`config.mk`:
```
export PLATFORM = sky130hd
export DESIGN_NAME = wpost_dual_bank
export DESIGN_NICKNAME = d
export VERILOG_FILES = /design/src/rtl/wpb_pkg.sv /design/src/rtl/wpb_bank.sv /design/src/rtl/wpb_drain.sv /design/src/rtl/wpost_dual_bank.sv
export SDC_FILE = /design/constraint.sdc
export NUM_CORES = 1
export LEC_CHECK = 0
export ABC_AREA = 0
export BUFFER_PORTS_ARGS = -buffer_cell sky130_fd_sc_hd__buf_4
export CAP_MARGIN = 15
export CORE_MARGIN = 4
export CORE_UTILIZATION = 43
export CTS_BUF_LIST = sky130_fd_sc_hd__clkbuf_4
export CTS_CLUSTER_SIZE = 40
export DETAILED_ROUTE_END_ITERATION = 16
export PLACE_DENSITY = 0.59
export SLEW_MARGIN = 20
export SYNTH_ARGS = -nofsm -noshare
export SYNTH_HDL_FRONTEND = slang
export SYNTH_SLANG_ARGS = --single-unit
```
`constraint.sdc`:
```
create_clock -name clk -period 7.8 [get_ports clk]
set_clock_uncertainty 0.05 [all_clocks]
set_input_delay 0.78 -clock clk [delete_from_list [all_inputs] [get_ports clk]]
set_output_delay 0.78 -clock clk [all_outputs]
set_load 0.01 [all_outputs]
```
`src/rtl/wpb_pkg.sv`:
```
package wpb_pkg;

    typedef enum logic [1:0] {
        BANK_EMPTY,
        BANK_FILLING,
        BANK_SEALED
    } bank_state_e;

    typedef enum logic [1:0] {
        DR_IDLE,
        DR_REQUEST,
        DR_STREAM
    } drain_state_e;

endpackage

```
`src/rtl/wpb_bank.sv`:
```
module wpb_bank
    import wpb_pkg::*;
#(
    parameter int DATA_W = 32,
    parameter int DEPTH  = 8
) (
    input  logic                                   clk,
    input  logic                                   rst_n,
    input  logic                                   wr_en,
    input  logic [DATA_W-1:0]                      wr_data,
    input  logic                                   wr_last,
    input  logic                                   free,
    input  logic [(DEPTH > 1 ? $clog2(DEPTH) : 1)-1:0] rd_addr,
    output logic [DATA_W-1:0]                      rd_data,
    output logic [$clog2(DEPTH+1)-1:0]             fill_count,
    output bank_state_e                            state,
    output logic                                   seal_now
);

    localparam int AW = (DEPTH > 1) ? $clog2(DEPTH) : 1;
    localparam int CW = $clog2(DEPTH + 1);

    logic [DATA_W-1:0] mem [DEPTH];
    bank_state_e       state_nx;
    logic [CW-1:0]     count_nx;

    // state register
    always_ff @(posedge clk) begin
        if (!rst_n) begin
            state      <= BANK_EMPTY;
            fill_count <= '0;
        end else begin
            state      <= state_nx;
            fill_count <= count_nx;
        end
    end

    // next state and seal detection
    always_comb begin
        seal_now = wr_en && (wr_last || (fill_count == CW'(DEPTH - 1)));
        state_nx = state;
        count_nx = fill_count;
        if (free) begin
            state_nx = BANK_EMPTY;
            count_nx = '0;
        end else if (wr_en) begin
            count_nx = fill_count + CW'(1);
            state_nx = seal_now ? BANK_SEALED : BANK_FILLING;
        end
    end

    always_ff @(posedge clk) begin
        if (wr_en) begin
            mem[AW'(fill_count)] <= wr_data;
        end
    end

    assign rd_data = mem[rd_addr];


    no_write_sealed_chk: assert property (@(posedge clk) disable iff (!rst_n)
        wr_en |-> state != BANK_SEALED);


    no_overflow_chk: assert property (@(posedge clk) disable iff (!rst_n)
        fill_count <= CW'(DEPTH));


    free_only_sealed_chk: assert property (@(posedge clk) disable iff (!rst_n)
        free |-> state == BANK_SEALED);

endmodule

```
`src/rtl/wpb_drain.sv`:
```
module wpb_drain
    import wpb_pkg::*;
#(
    parameter int DEPTH = 8
) (
    input  logic                                   clk,
    input  logic                                   rst_n,
    input  logic                                   bank_sealed,
    input  logic [$clog2(DEPTH+1)-1:0]             bank_count,
    input  logic                                   bus_grant,
    input  logic                                   out_ready,
    output logic                                   bus_req,
    output logic                                   out_valid,
    output logic [(DEPTH > 1 ? $clog2(DEPTH) : 1)-1:0] rd_addr,
    output logic                                   free,
    output logic                                   drain_sel
);

    localparam int AW = (DEPTH > 1) ? $clog2(DEPTH) : 1;
    localparam int CW = $clog2(DEPTH + 1);

    drain_state_e state, state_nx;
    logic         beat;

    // state register
    always_ff @(posedge clk) begin
        if (!rst_n) begin
            state     <= DR_IDLE;
            rd_addr   <= '0;
            drain_sel <= 1'b0;
        end else begin
            state <= state_nx;
            if (free) begin
                rd_addr   <= '0;
                drain_sel <= ~drain_sel;
            end else if (beat) begin
                rd_addr <= rd_addr + AW'(1);
            end
        end
    end

    // outputs and transitions
    always_comb begin
        bus_req   = (state != DR_IDLE);
        out_valid = (state == DR_STREAM) && bus_grant;
        beat      = out_valid && out_ready;
        free      = beat && ((CW'(rd_addr) + CW'(1)) == bank_count);
        state_nx  = state;
        unique case (state)
            DR_IDLE:    if (bank_sealed) state_nx = DR_REQUEST;
            DR_REQUEST: if (bus_grant)   state_nx = DR_STREAM;
            DR_STREAM: begin
                if (free)            state_nx = DR_IDLE;
                else if (!bus_grant) state_nx = DR_REQUEST;
            end
            default:                 state_nx = DR_IDLE;
        endcase
    end


    stream_needs_sealed_chk: assert property (@(posedge clk) disable iff (!rst_n)
        out_valid |-> bank_sealed);


    pause_holds_word_chk: assert property (@(posedge clk) disable iff (!rst_n)
        (bus_req && !out_valid) |=> ($stable(rd_addr) && $stable(drain_sel)));


    req_held_chk: assert property (@(posedge clk) disable iff (!rst_n)
        (bus_req && !free) |=> bus_req);

endmodule

```
`src/rtl/wpost_dual_bank.sv`:
```
module wpost_dual_bank
    import wpb_pkg::*;
#(
    parameter int DATA_W = 32,
    parameter int DEPTH  = 8
) (
    input  logic              clk,
    input  logic              rst_n,
    input  logic [DATA_W-1:0] in_data,
    input  logic              in_valid,
    input  logic              in_last,
    output logic              in_stall,
    input  logic              bus_grant,
    output logic              bus_req,
    output logic [DATA_W-1:0] out_data,
    output logic              out_valid,
    input  logic              out_ready
);

    localparam int AW     = (DEPTH > 1) ? $clog2(DEPTH) : 1;
    localparam int CW     = $clog2(DEPTH + 1);
    localparam int NBANKS = 2;

    bank_state_e       bank_st  [NBANKS];
    logic [CW-1:0]     bank_cnt [NBANKS];
    logic [DATA_W-1:0] bank_rd  [NBANKS];
    logic [NBANKS-1:0] wr_en;
    logic [NBANKS-1:0] seal_now;
    logic [NBANKS-1:0] bank_free;
    logic [AW-1:0]     rd_addr;
    logic              drain_free;
    logic              drain_sel;
    logic              fill_sel;

    always_ff @(posedge clk) begin
        if (!rst_n) begin
            fill_sel <= 1'b0;
        end else if (seal_now[fill_sel]) begin
            fill_sel <= ~fill_sel;
        end
    end

    assign in_stall = (bank_st[fill_sel] == BANK_SEALED);

    for (genvar b = 0; b < NBANKS; b++) begin : g_bank
        assign wr_en[b]     = in_valid && !in_stall && (fill_sel == 1'(b));
        assign bank_free[b] = drain_free && (drain_sel == 1'(b));

        wpb_bank #(
            .DATA_W (DATA_W),
            .DEPTH  (DEPTH)
        ) u_bank (
            .clk        (clk),
            .rst_n      (rst_n),
            .wr_en      (wr_en[b]),
            .wr_data    (in_data),
            .wr_last    (in_last),
            .free       (bank_free[b]),
            .rd_addr    (rd_addr),
            .rd_data    (bank_rd[b]),
            .fill_count (bank_cnt[b]),
            .state      (bank_st[b]),
            .seal_now   (seal_now[b])
        );
    end

    wpb_drain #(
        .DEPTH (DEPTH)
    ) u_drain (
        .clk         (clk),
        .rst_n       (rst_n),
        .bank_sealed (bank_st[drain_sel] == BANK_SEALED),
        .bank_count  (bank_cnt[drain_sel]),
        .bus_grant   (bus_grant),
        .out_ready   (out_ready),
        .bus_req     (bus_req),
        .out_valid   (out_valid),
        .rd_addr     (rd_addr),
        .free        (drain_free),
        .drain_sel   (drain_sel)
    );

    assign out_data = bank_rd[drain_sel];


    stall_both_sealed_chk: assert property (@(posedge clk) disable iff (!rst_n)
        (bank_st[0] == BANK_SEALED && bank_st[1] == BANK_SEALED) |-> (in_stall && wr_en == '0));


    no_write_while_freeing_chk: assert property (@(posedge clk) disable iff (!rst_n)
        (wr_en & bank_free) == '0);


    quiet_after_reset_chk: assert property (@(posedge clk)
        !rst_n |=> (!bus_req && !out_valid && !in_stall));

endmodule

```
==> impl_metrics.ini, run 1 <==
[critical_path]
cp_cell_sequence = buf_4 > mux4_2 > mux4_2 > buf_4
path_buf_inv = 2
crit_path_max_fanout = 53
crit_path_top_delay_cell = dfxtp_4
cp_top_family = multiplexers
r2r_start = g_bank[0].u_bank.state[0]
worst_setup_path_end_kind = output port
crit_type = register to output port
cp.arrival_ns = 3.49
critPathRequiredTime_ns = 6.97
startpoint_type = register
cp_slowest_stage_delay_ns = 0.80
r2r_end = g_bank[0].u_bank.mem[2][23]
reg2reg_slack_ns = 5.12
r2r_cells = 5

[timing]
relSlewSlack_pct = 32.8
fmax_mhz = 231
period_share_pct = 55.4
setup_tns_ns = 0
hold_slack_ns = 0.217
tightest_slew_ns = 1.01
final_max_slew_viol_count = 0
rsz0062_at_grt = false
period_needed_ns = 4.32
setup_violations = 0
hold_viol = 0

[finish]
final_nets = 1078
final_area_sq_mm = 0.0235
final_common_cell = edfxtp_1
final_cell_mix = 512 x edfxtp_1, 202 x clkbuf_4, 127 x mux4_2
drive_gt1_share_pct = 40.5
syn2layout_area_growth_pct = 14.7

[power]
powerDensity_mw_per_mm2 = 243
power.leakage_nw = 7.45
ir_drop_mv = 0.173

[synth]
synthFlopType = edfxtp_1
syn_inst = 844
synth_seq_cells = 534
async_reset_ff_share_pct = 0
synth_edf_count = 512
mappedNetlistNets = 885
syn_area_per_cell_sq_um = 24.3
yosysSeqAreaShare_pct = 77.1
synth.cell_area_sq_mm = 0.0205
yosysUniqueCellTypes = 40
yosysWarningCount = 0

[floorplanning]
die_x_microns = 226
ioPinCount = 73
die_area_sq_mm = 0.0513
start_util_pct = 43.8
core_sq_mm = 0.0469
die_h_microns = 226
rows = 79

[worst_hold_path]
min_from = in_data[6]
min_path_type = input port to register
whs_endpoint = g_bank[1].u_bank.mem[3][6]
holdPathStages = 1

[route]
first_pass_iters = 5
wl_per_cell_microns = 24.7
ant_nets = 0
viasPerCell = 5.43
drt-initial-drc-count = 811
vias = 9446
routed_wl_microns = 43100
drcViolationCount = 0

[clocking]
cts_buffers = 138
ctsHoldBuffers = 0
root_buffer = clkbuf_4
clkSlewWorstSetupHoldPaths_ns = 0.07
cts_tree = yes
h-tree-depth = 4
cts_sinks = 534
cts.repair.resized = 0
cts_setup_buffers = 0
clock_latency_ns = 0.80
clk_path_buf_depth = 3

[place]
numPortBuffers = 72
gp_congestion = 0.679
dp.final_hpwl_microns = 20400
placed_area_sq_mm = 0.0218

[flow_run]
drv_cap = 0

[global_route]
overflow = 0
grt_usage_pct = 17.4
grt_pass1_vias = 10200
grt_first_pass_wirelength_microns = 64300
grt_max_degree = 129
antenna_found_initial = 2

[status]
outcome = finished, final reports clean
-- synthesized netlist by cell type, drive strengths merged (2+ instances only) --
| cell type | number | area [sq um] |
|---|---|---|
| a211oi | 2 | 15.0 |
| a21oi | 2 | 10.0 |
| a31oi | 2 | 12.5 |
| buf | 26 | 216 |
| clkbuf | 16 | 62.6 |
| dfxtp | 22 | 440 |
| edfxtp | 512 | 15400 |
| ha | 3 | 37.5 |
| inv | 5 | 18.8 |
| mux2i | 10 | 100 |
| mux4 | 160 | 3730 |
| nand2 | 10 | 37.5 |
| nand2b | 6 | 37.5 |
| nand3 | 3 | 15.0 |
| nand4 | 3 | 18.8 |
| nor2 | 13 | 51.3 |
| nor2b | 2 | 12.5 |
| nor3 | 19 | 100 |
| nor4 | 2 | 12.5 |
| o21ai | 4 | 20.0 |
| xnor2 | 6 | 52.6 |
| xor2 | 6 | 52.6 |
-- routing by layer --
metal	track usage, %	part of all wire [%]
met4	5.01	1.1
met3	4.53	6.2
met1	24.3	43
met2	27.4	49
met5	0	0.030
-- worst reg2reg max path, stage by stage, from the launching register on --
cell	delay [ns]
dfxtp_1	0.32
nand2b_1	0.17
and3b_1	0.34
nand2_1	0.29
nor3_2	0.70
buf_4	0.45
-- flip-flops by register name (all words and copies together), names as in the netlist, named ones only --
signal                    count
g_bank.u_bank.mem           512
g_bank.u_bank.fill_count      8
g_bank.u_bank.state           4
u_drain.rd_addr               3
u_drain.state                 2
fill_sel                      1
u_drain.drain_sel             1
-- worst max path at each step --
| stage | start | endpoint | slack [ns] | cells after the start |
|---|---|---|---|---|
| floorplan | in_valid | g_bank[1].u_bank.mem[0][0] | 3.10 | 2 |
| global placement | register | out_data[4] | 4.28 | 4 |
| detailed placement | register | out_data[4] | 4.26 | 4 |
| CTS | register | out_data[4] | 3.35 | 4 |
| global route | register | out_data[19] | 3.28 | 4 |
| finish | register | out_data[7] | 3.48 | 4 |
-- cell families after synthesis --
logic type / after synthesis / share of synthesized area, %
AOI/OAI and AO/OA: 13 / 0.439
xor gates and xnor gates: 12 / 0.512
adders and majority gates: 3 / 0.183
buffers and inverters: 47 / 1.45
DFF: 534 / 77.1
muxes: 170 / 18.7
and+or+nand+nor: 65 / 1.64
-- metrics by stage --
step                worst slack (ns)  total power [mW]  util (%)  std cells
floorplan                       3.10              3.38         -        844
global placement                4.28              3.50      46.6       1503
detailed placement              4.26              3.51      46.6       1503
CTS                             3.35              5.80      50.1       1739
global route                    3.28              5.99      50.2       1741
finish                          3.48              5.71      50.2       1741
-- where the power goes --
part | internal, mW | total, mW | switching, mW
Combinational | 0.100 | 0.233 | 0.133
Clock | 1.21 | 2.27 | 1.06
Sequential | 3.19 | 3.21 | 0.0163
Total | 4.50 | 5.71 | 1.20
-- layout make-up --
cell class | count | area [sq um]
Multi-Input combinational cell | 263 | 4490
Sequential cell | 534 | 15800
Fill cell | 3888 | 23300
Inverter | 5 | 18.8
Clock inverter | 34 | 160
Timing Repair Buffer | 95 | 746
Antenna cell | 1 | 2.50
Tap cell | 607 | 759
Clock buffer | 202 | 1520
Note: power is estimated with default switching activity, not from simulation.
==> run 2, diff against run 1 <==
==> constraint.sdc (replaced) <==
create_clock -name clk -period 4.53 [get_ports clk]
set_clock_uncertainty 0.05 [all_clocks]
set_input_delay 0.453 -clock clk [delete_from_list [all_inputs] [get_ports clk]]
set_output_delay 0.453 -clock clk [all_outputs]
set_load 0.01 [all_outputs]
==> run 2 against run 1 <==
Net effect: count of clock-buffer cells in the layout grew 16; hold slack lost 0.032 ns; utilization grew 1.3 points; routed wire length grew 0.75%; global-route usage grew 0.19 points; die area is the same; sequential share of layout area shrank 1.7 points; critical endpoint is now out_data[0]; largest power group unchanged.
==> impl_metrics.ini, run 2 (synthesized netlist as in run 1, its figures left out) <==
[finish]
fin_util_pct = 51.5
syn2layout_area_growth_pct = 17.7
final_nets = 1124
largest_reg_flops = 512
final_cell_mix = 512 x edfxtp_1, 218 x clkbuf_4, 127 x mux4_2
fin_cells = 1796
regMostFlops = g_bank.u_bank.mem
drive_gt1_share_pct = 40.7
final_area_sq_mm = 0.0241
reg.largest.list = g_bank.u_bank.mem x512, g_bank.u_bank.fill_count x8, g_bank.u_bank.state x4
final_common_cell = edfxtp_1

[timing]
setup_tns_ns = 0
relSlewSlack_pct = 30.5
rsz0062_at_grt = false
period_needed_ns = 3.84
final_max_slew_viol_count = 0
period_share_pct = 84.7
setup_violations = 0
tightest_slew_ns = 1.04
hold_viol = 0
fmax_mhz = 261

[place]
placed_area_sq_mm = 0.0219
gp_congestion = 0.711
dp.cells = 1510
numPortBuffers = 72
dp.final_hpwl_microns = 21800

[power]
p_int_mw = 8.09
powerDensity_mw_per_mm2 = 423
seq_power_share_pct = 54.1
clockPowerShare_pct = 41.8
switching_power_mw = 2.12
ir_drop_mv = 0.188
power.leakage_nw = 7.73
combPwrFrac_pct = 4.1
netSwitchingFraction_pct = 20.8

[clocking]
h-tree-depth = 4
cts.repair.resized = 0
clk_path_buf_depth = 3
clock_latency_ns = 0.81
cts_sinks = 534
root_buffer = clkbuf_4
cts_buffers = 142
cts_tree = yes
clkSlewWorstSetupHoldPaths_ns = 0.07

[global_route]
grt_pass1_vias = 10400
grt_max_degree = 108
grt_usage_pct = 17.5
antenna_found_initial = 2
grt_first_pass_wirelength_microns = 65500
overflow = 0

[critical_path]
reg2reg_slack_ns = 1.86
worst_setup_path_end_kind = output port
crit_path_top_delay_cell = dfxtp_4
r2r_start = g_bank[1].u_bank.fill_count[0]
crit_type = register to output port
startpoint_type = register
cp.arrival_ns = 3.33
endpoint = out_data[0]
critPathRequiredTime_ns = 4.03
cp_common_cell = buf_4
cp_cell_sequence = buf_4 > mux4_1 > mux4_2 > buf_4
cp_slowest_stage_delay_ns = 0.81
crit_path_max_fanout = 34
r2r_end = g_bank[1].u_bank.mem[5][17]
r2r_cells = 3

[status]
outcome = finished, final reports clean

[worst_hold_path]
min_path_type = input port to register

[floorplanning]
die_area_sq_mm = 0.0513
core_sq_mm = 0.0469
rows = 79
die_h_microns = 226
start_util_pct = 43.8
ioPinCount = 73
die_x_microns = 226

[route]
viasPerCell = 5.41
vias = 9716
first_pass_iters = 5
routed_wl_microns = 43400
drcViolationCount = 0
ant_nets = 0
wl_per_cell_microns = 24.2
drt-initial-drc-count = 655

[flow_run]
drv_cap = 0
[run 2: changes by cell type in the layout (fill, tap and decap cells not counted)]
cell and change:
dlygate4sd3_1 +36, clkbuf_4 +16, clkinv_1 -7, buf_4 +4
buf_12 +3, bufinv_16 +3, clkinvlp_4 +2, diode_2 +2
inv_2 -2, buf_16 -1, clkinv_2 -1
[run 2: metal layers]
metal  vias to the layer above  wire length (microns)  track usage [%]
met5                         -                      0                0
met4                         0                    390             4.73
met3                        34                   2170             4.74
met2                       270                  21800             28.2
met1                      5167                  19000             24.2
li1                       4245                      -                -
[run 2: worst min-delay path by stage]
stage	start	end	slack (ns)	depth (start not counted)
3_5_place_dp	g_bank[0].u_bank.state[0]	g_bank[0].u_bank.state[0]	0.41	2
5_1_grt	out_ready	register	0.17	4
6_report	out_ready	register	0.19	4
2_1_floorplan	g_bank[0].u_bank.state[0]	g_bank[0].u_bank.state[0]	0.39	2
4_1_cts	out_ready	register	0.09	4
3_3_place_gp	g_bank[0].u_bank.state[0]	g_bank[0].u_bank.state[0]	0.40	2
[run 2: timing repair]
item,4_1_cts,5_1_grt
setup buffers,0,0
hold buffers,36,0
hold endpoints to repair,523,0
[run 2: critical path, delay by kind of cell (launching register included)]
family                 cells  cell delay, ns
DFF                        1            0.81
buffers and inverters      2            0.59
muxes                      2            1.10
[run 2: power groups by stage]
stage | registers, mW | clock network [mW] | logic [mW]
after global routing | 5.53 | 4.70 | 0.459
after global placement | 5.63 | 0 | 0.399
after floorplan | 5.63 | 0 | 0.196
after detailed placement | 5.63 | 0 | 0.405
after CTS | 5.53 | 4.42 | 0.433
final | 5.53 | 4.27 | 0.421
[run 2: stage by stage]
step	total power, mW	hold WS [ns]	setup slack, ns
4_1_cts	10.4	0.0899	0.501
2_1_floorplan	5.82	0.389	0.120
6_report	10.2	0.185	0.695
3_3_place_gp	6.03	0.401	1.42
3_5_place_dp	6.04	0.408	1.43
5_1_grt	10.7	0.172	0.422
[run 2: final cells by class]
class,count,area [sq um]
repair buffers,137,1170
inverters,5,18.8
clock inverters,29,226
fillers,3812,22700
clock buffers,218,1640
flip-flops and latches,534,15800
multi-input cells,263,4490
well taps,607,759
diodes,3,7.51
==> run 3, diff against run 2 <==
--- a/config.mk
+++ b/config.mk
@@ -13,7 +13,7 @@
 export CTS_BUF_LIST = sky130_fd_sc_hd__clkbuf_4
 export CTS_CLUSTER_SIZE = 40
 export DETAILED_ROUTE_END_ITERATION = 16
-export PLACE_DENSITY = 0.59
+export PLACE_DENSITY = 0.61
 export SLEW_MARGIN = 20
 export SYNTH_ARGS = -nofsm -noshare
 export SYNTH_HDL_FRONTEND = slang
==> constraint.sdc (replaced) <==
create_clock -name clk -period 3.5 [get_ports clk]
set_clock_uncertainty 0.05 [all_clocks]
set_input_delay 0.35 -clock clk [delete_from_list [all_inputs] [get_ports clk]]
set_output_delay 0.35 -clock clk [all_outputs]
set_load 0.01 [all_outputs]
==> run 3 against run 2 <==
Net effect: sequential power up 29%; critical path depth up 1; non-clock buffer count up 8; sequential share of layout area down 0.10 points; highest routed layer unchanged; cell count unchanged; count of clock-buffer cells in the layout down 12; largest cell class unchanged; critical endpoint is now out_data[15]; largest power group unchanged; via count down 0.41%; hold slack worse by 0.093 ns; design area up 0.16%.
==> impl_metrics.ini, run 3 (synthesized netlist as in run 1, its figures left out) <==
[global_route]
grt_pass1_vias = 10500
overflow = 0
grt_first_pass_wirelength_microns = 65700
grt_max_degree = 36
grt_usage_pct = 17.6
antenna_found_initial = 2

[timing]
period_share_pct = 93.6
final_max_slew_viol_count = 0
fmax_mhz = 305
period_needed_ns = 3.28
rsz0062_at_grt = false
hold_viol = 0
setup_tns_ns = 0
tightest_slew_ns = 0.754
setup_ws_ns = 0.223
relSlewSlack_pct = 49.7
hold_slack_ns = 0.0922
setup_violations = 0

[place]
place_worst_setup_slack_ns = 0.832
gp_congestion = 0.683
dp.final_hpwl_microns = 21500
numPortBuffers = 72
dp.cells = 1513
placed_area_sq_mm = 0.0220

[finish]
syn2layout_area_growth_pct = 17.9
reg.largest.list = g_bank.u_bank.mem x512, g_bank.u_bank.fill_count x8, g_bank.u_bank.state x4
final_cell_mix = 512 x edfxtp_1, 206 x clkbuf_4, 127 x mux4_2
ff_latch_area_sq_mm = 0.0158
fillCellCount = 3787
multiInputGateArea_sq_mm = 0.00452
largest_reg_flops = 512
regMostFlops = g_bank.u_bank.mem
final_area_sq_mm = 0.0242
drive_gt1_share_pct = 40.1
final_common_cell = edfxtp_1
fin_cells = 1796
final_nets = 1129

[clocking]
clk_path_buf_depth = 3
clock_latency_ns = 0.79
h-tree-depth = 4
cts_tree = yes
cts_buffers = 139
root_buffer = clkbuf_4
clkSlewWorstSetupHoldPaths_ns = 0.06
cts_sinks = 534

[route]
wl_per_cell_microns = 24.5
drcViolationCount = 0
routed_wl_microns = 43900
first_pass_iters = 4
vias = 9676
ant_nets = 0
viasPerCell = 5.39
drt-initial-drc-count = 732

[floorplanning]
die_h_microns = 226
die_x_microns = 226
die_area_sq_mm = 0.0513
rows = 79
ioPinCount = 73
start_util_pct = 43.8
core_sq_mm = 0.0469

[power]
powerDensity_mw_per_mm2 = 535
power.leakage_nw = 7.73
ir_drop_mv = 0.349

[worst_hold_path]
min_path_type = input port to register

[critical_path]
worst_setup_path_end_kind = output port
critPathRequiredTime_ns = 3.10
cp.arrival_ns = 2.88
reg2reg_slack_ns = 1.08
endpoint = out_data[15]
crit_path_max_fanout = 35
crit_type = register to output port
r2r_end = g_bank[0].u_bank.mem[2][7]
r2r_cells = 5
startpoint_type = register
r2r_start = g_bank[0].u_bank.state[0]

[flow_run]
drv_cap = 0

[status]
outcome = finished, final reports clean
## run 3: cell type report
type / instances / share of cell area [%]
Antenna cell: 2 / 0.0207
Clock buffer: 206 / 6.40
Clock inverter: 34 / 0.761
Inverter: 5 / 0.0776
Multi-Input combinational cell: 263 / 18.7
Sequential cell: 534 / 65.5
Tap cell: 607 / 3.14
Timing Repair Buffer: 145 / 5.45
## run 3: repair_timing
item                       4_1_cts  5_1_grt
hold buffers                    37        0
gates resized for setup          3        0
buffers inserted                 3        1
hold endpoints to repair       527        0
setup endpoints to repair       15        9
gates cloned                     0        0
## run 3: worst min path at each step
| stage | start | to | cells after the start |
|---|---|---|---|
| after floorplan | g_bank[0].u_bank.state[0] | g_bank[0].u_bank.state[0] | 2 |
| after global placement | g_bank[0].u_bank.state[0] | g_bank[0].u_bank.state[0] | 2 |
| after detailed placement | g_bank[0].u_bank.state[0] | g_bank[0].u_bank.state[0] | 2 |
| after CTS | out_ready | register | 4 |
| after global routing | out_ready | register | 4 |
| final | out_ready | register | 4 |
## run 3: metrics by stage
stage                     utilization (%)  power [mW]
after floorplan                         -        7.53
after global placement               46.9        7.81
after detailed placement             46.9        7.83
after CTS                            51.5        13.1
after global routing                 51.6        13.5
final                                51.6        12.9
## run 3: where the power goes
| part | leakage, nW | switching (mW) | internal, mW |
|---|---|---|---|
| clock | 1.05 | 2.39 | 2.83 |
| sequential | 4.80 | 0.0389 | 7.11 |
| combinational | 1.88 | 0.308 | 0.256 |
## run 3: routing by layer
metal  GRT usage (%)  up-vias  wire length, microns
met5               0        -                     0
met4            5.24        0                   577
met1            23.8     5120                 18800
met2            28.7      261                 22200
met3            4.44       54                  2310
li1                -     4241                     -
## run 3: worst max-delay path, cell delays in order, from the launching register on
cell     delay (ns)
dfxtp_4        0.38
buf_12         0.14
buf_12         0.27
mux4_1         0.60
mux4_2         0.50
buf_4          0.16
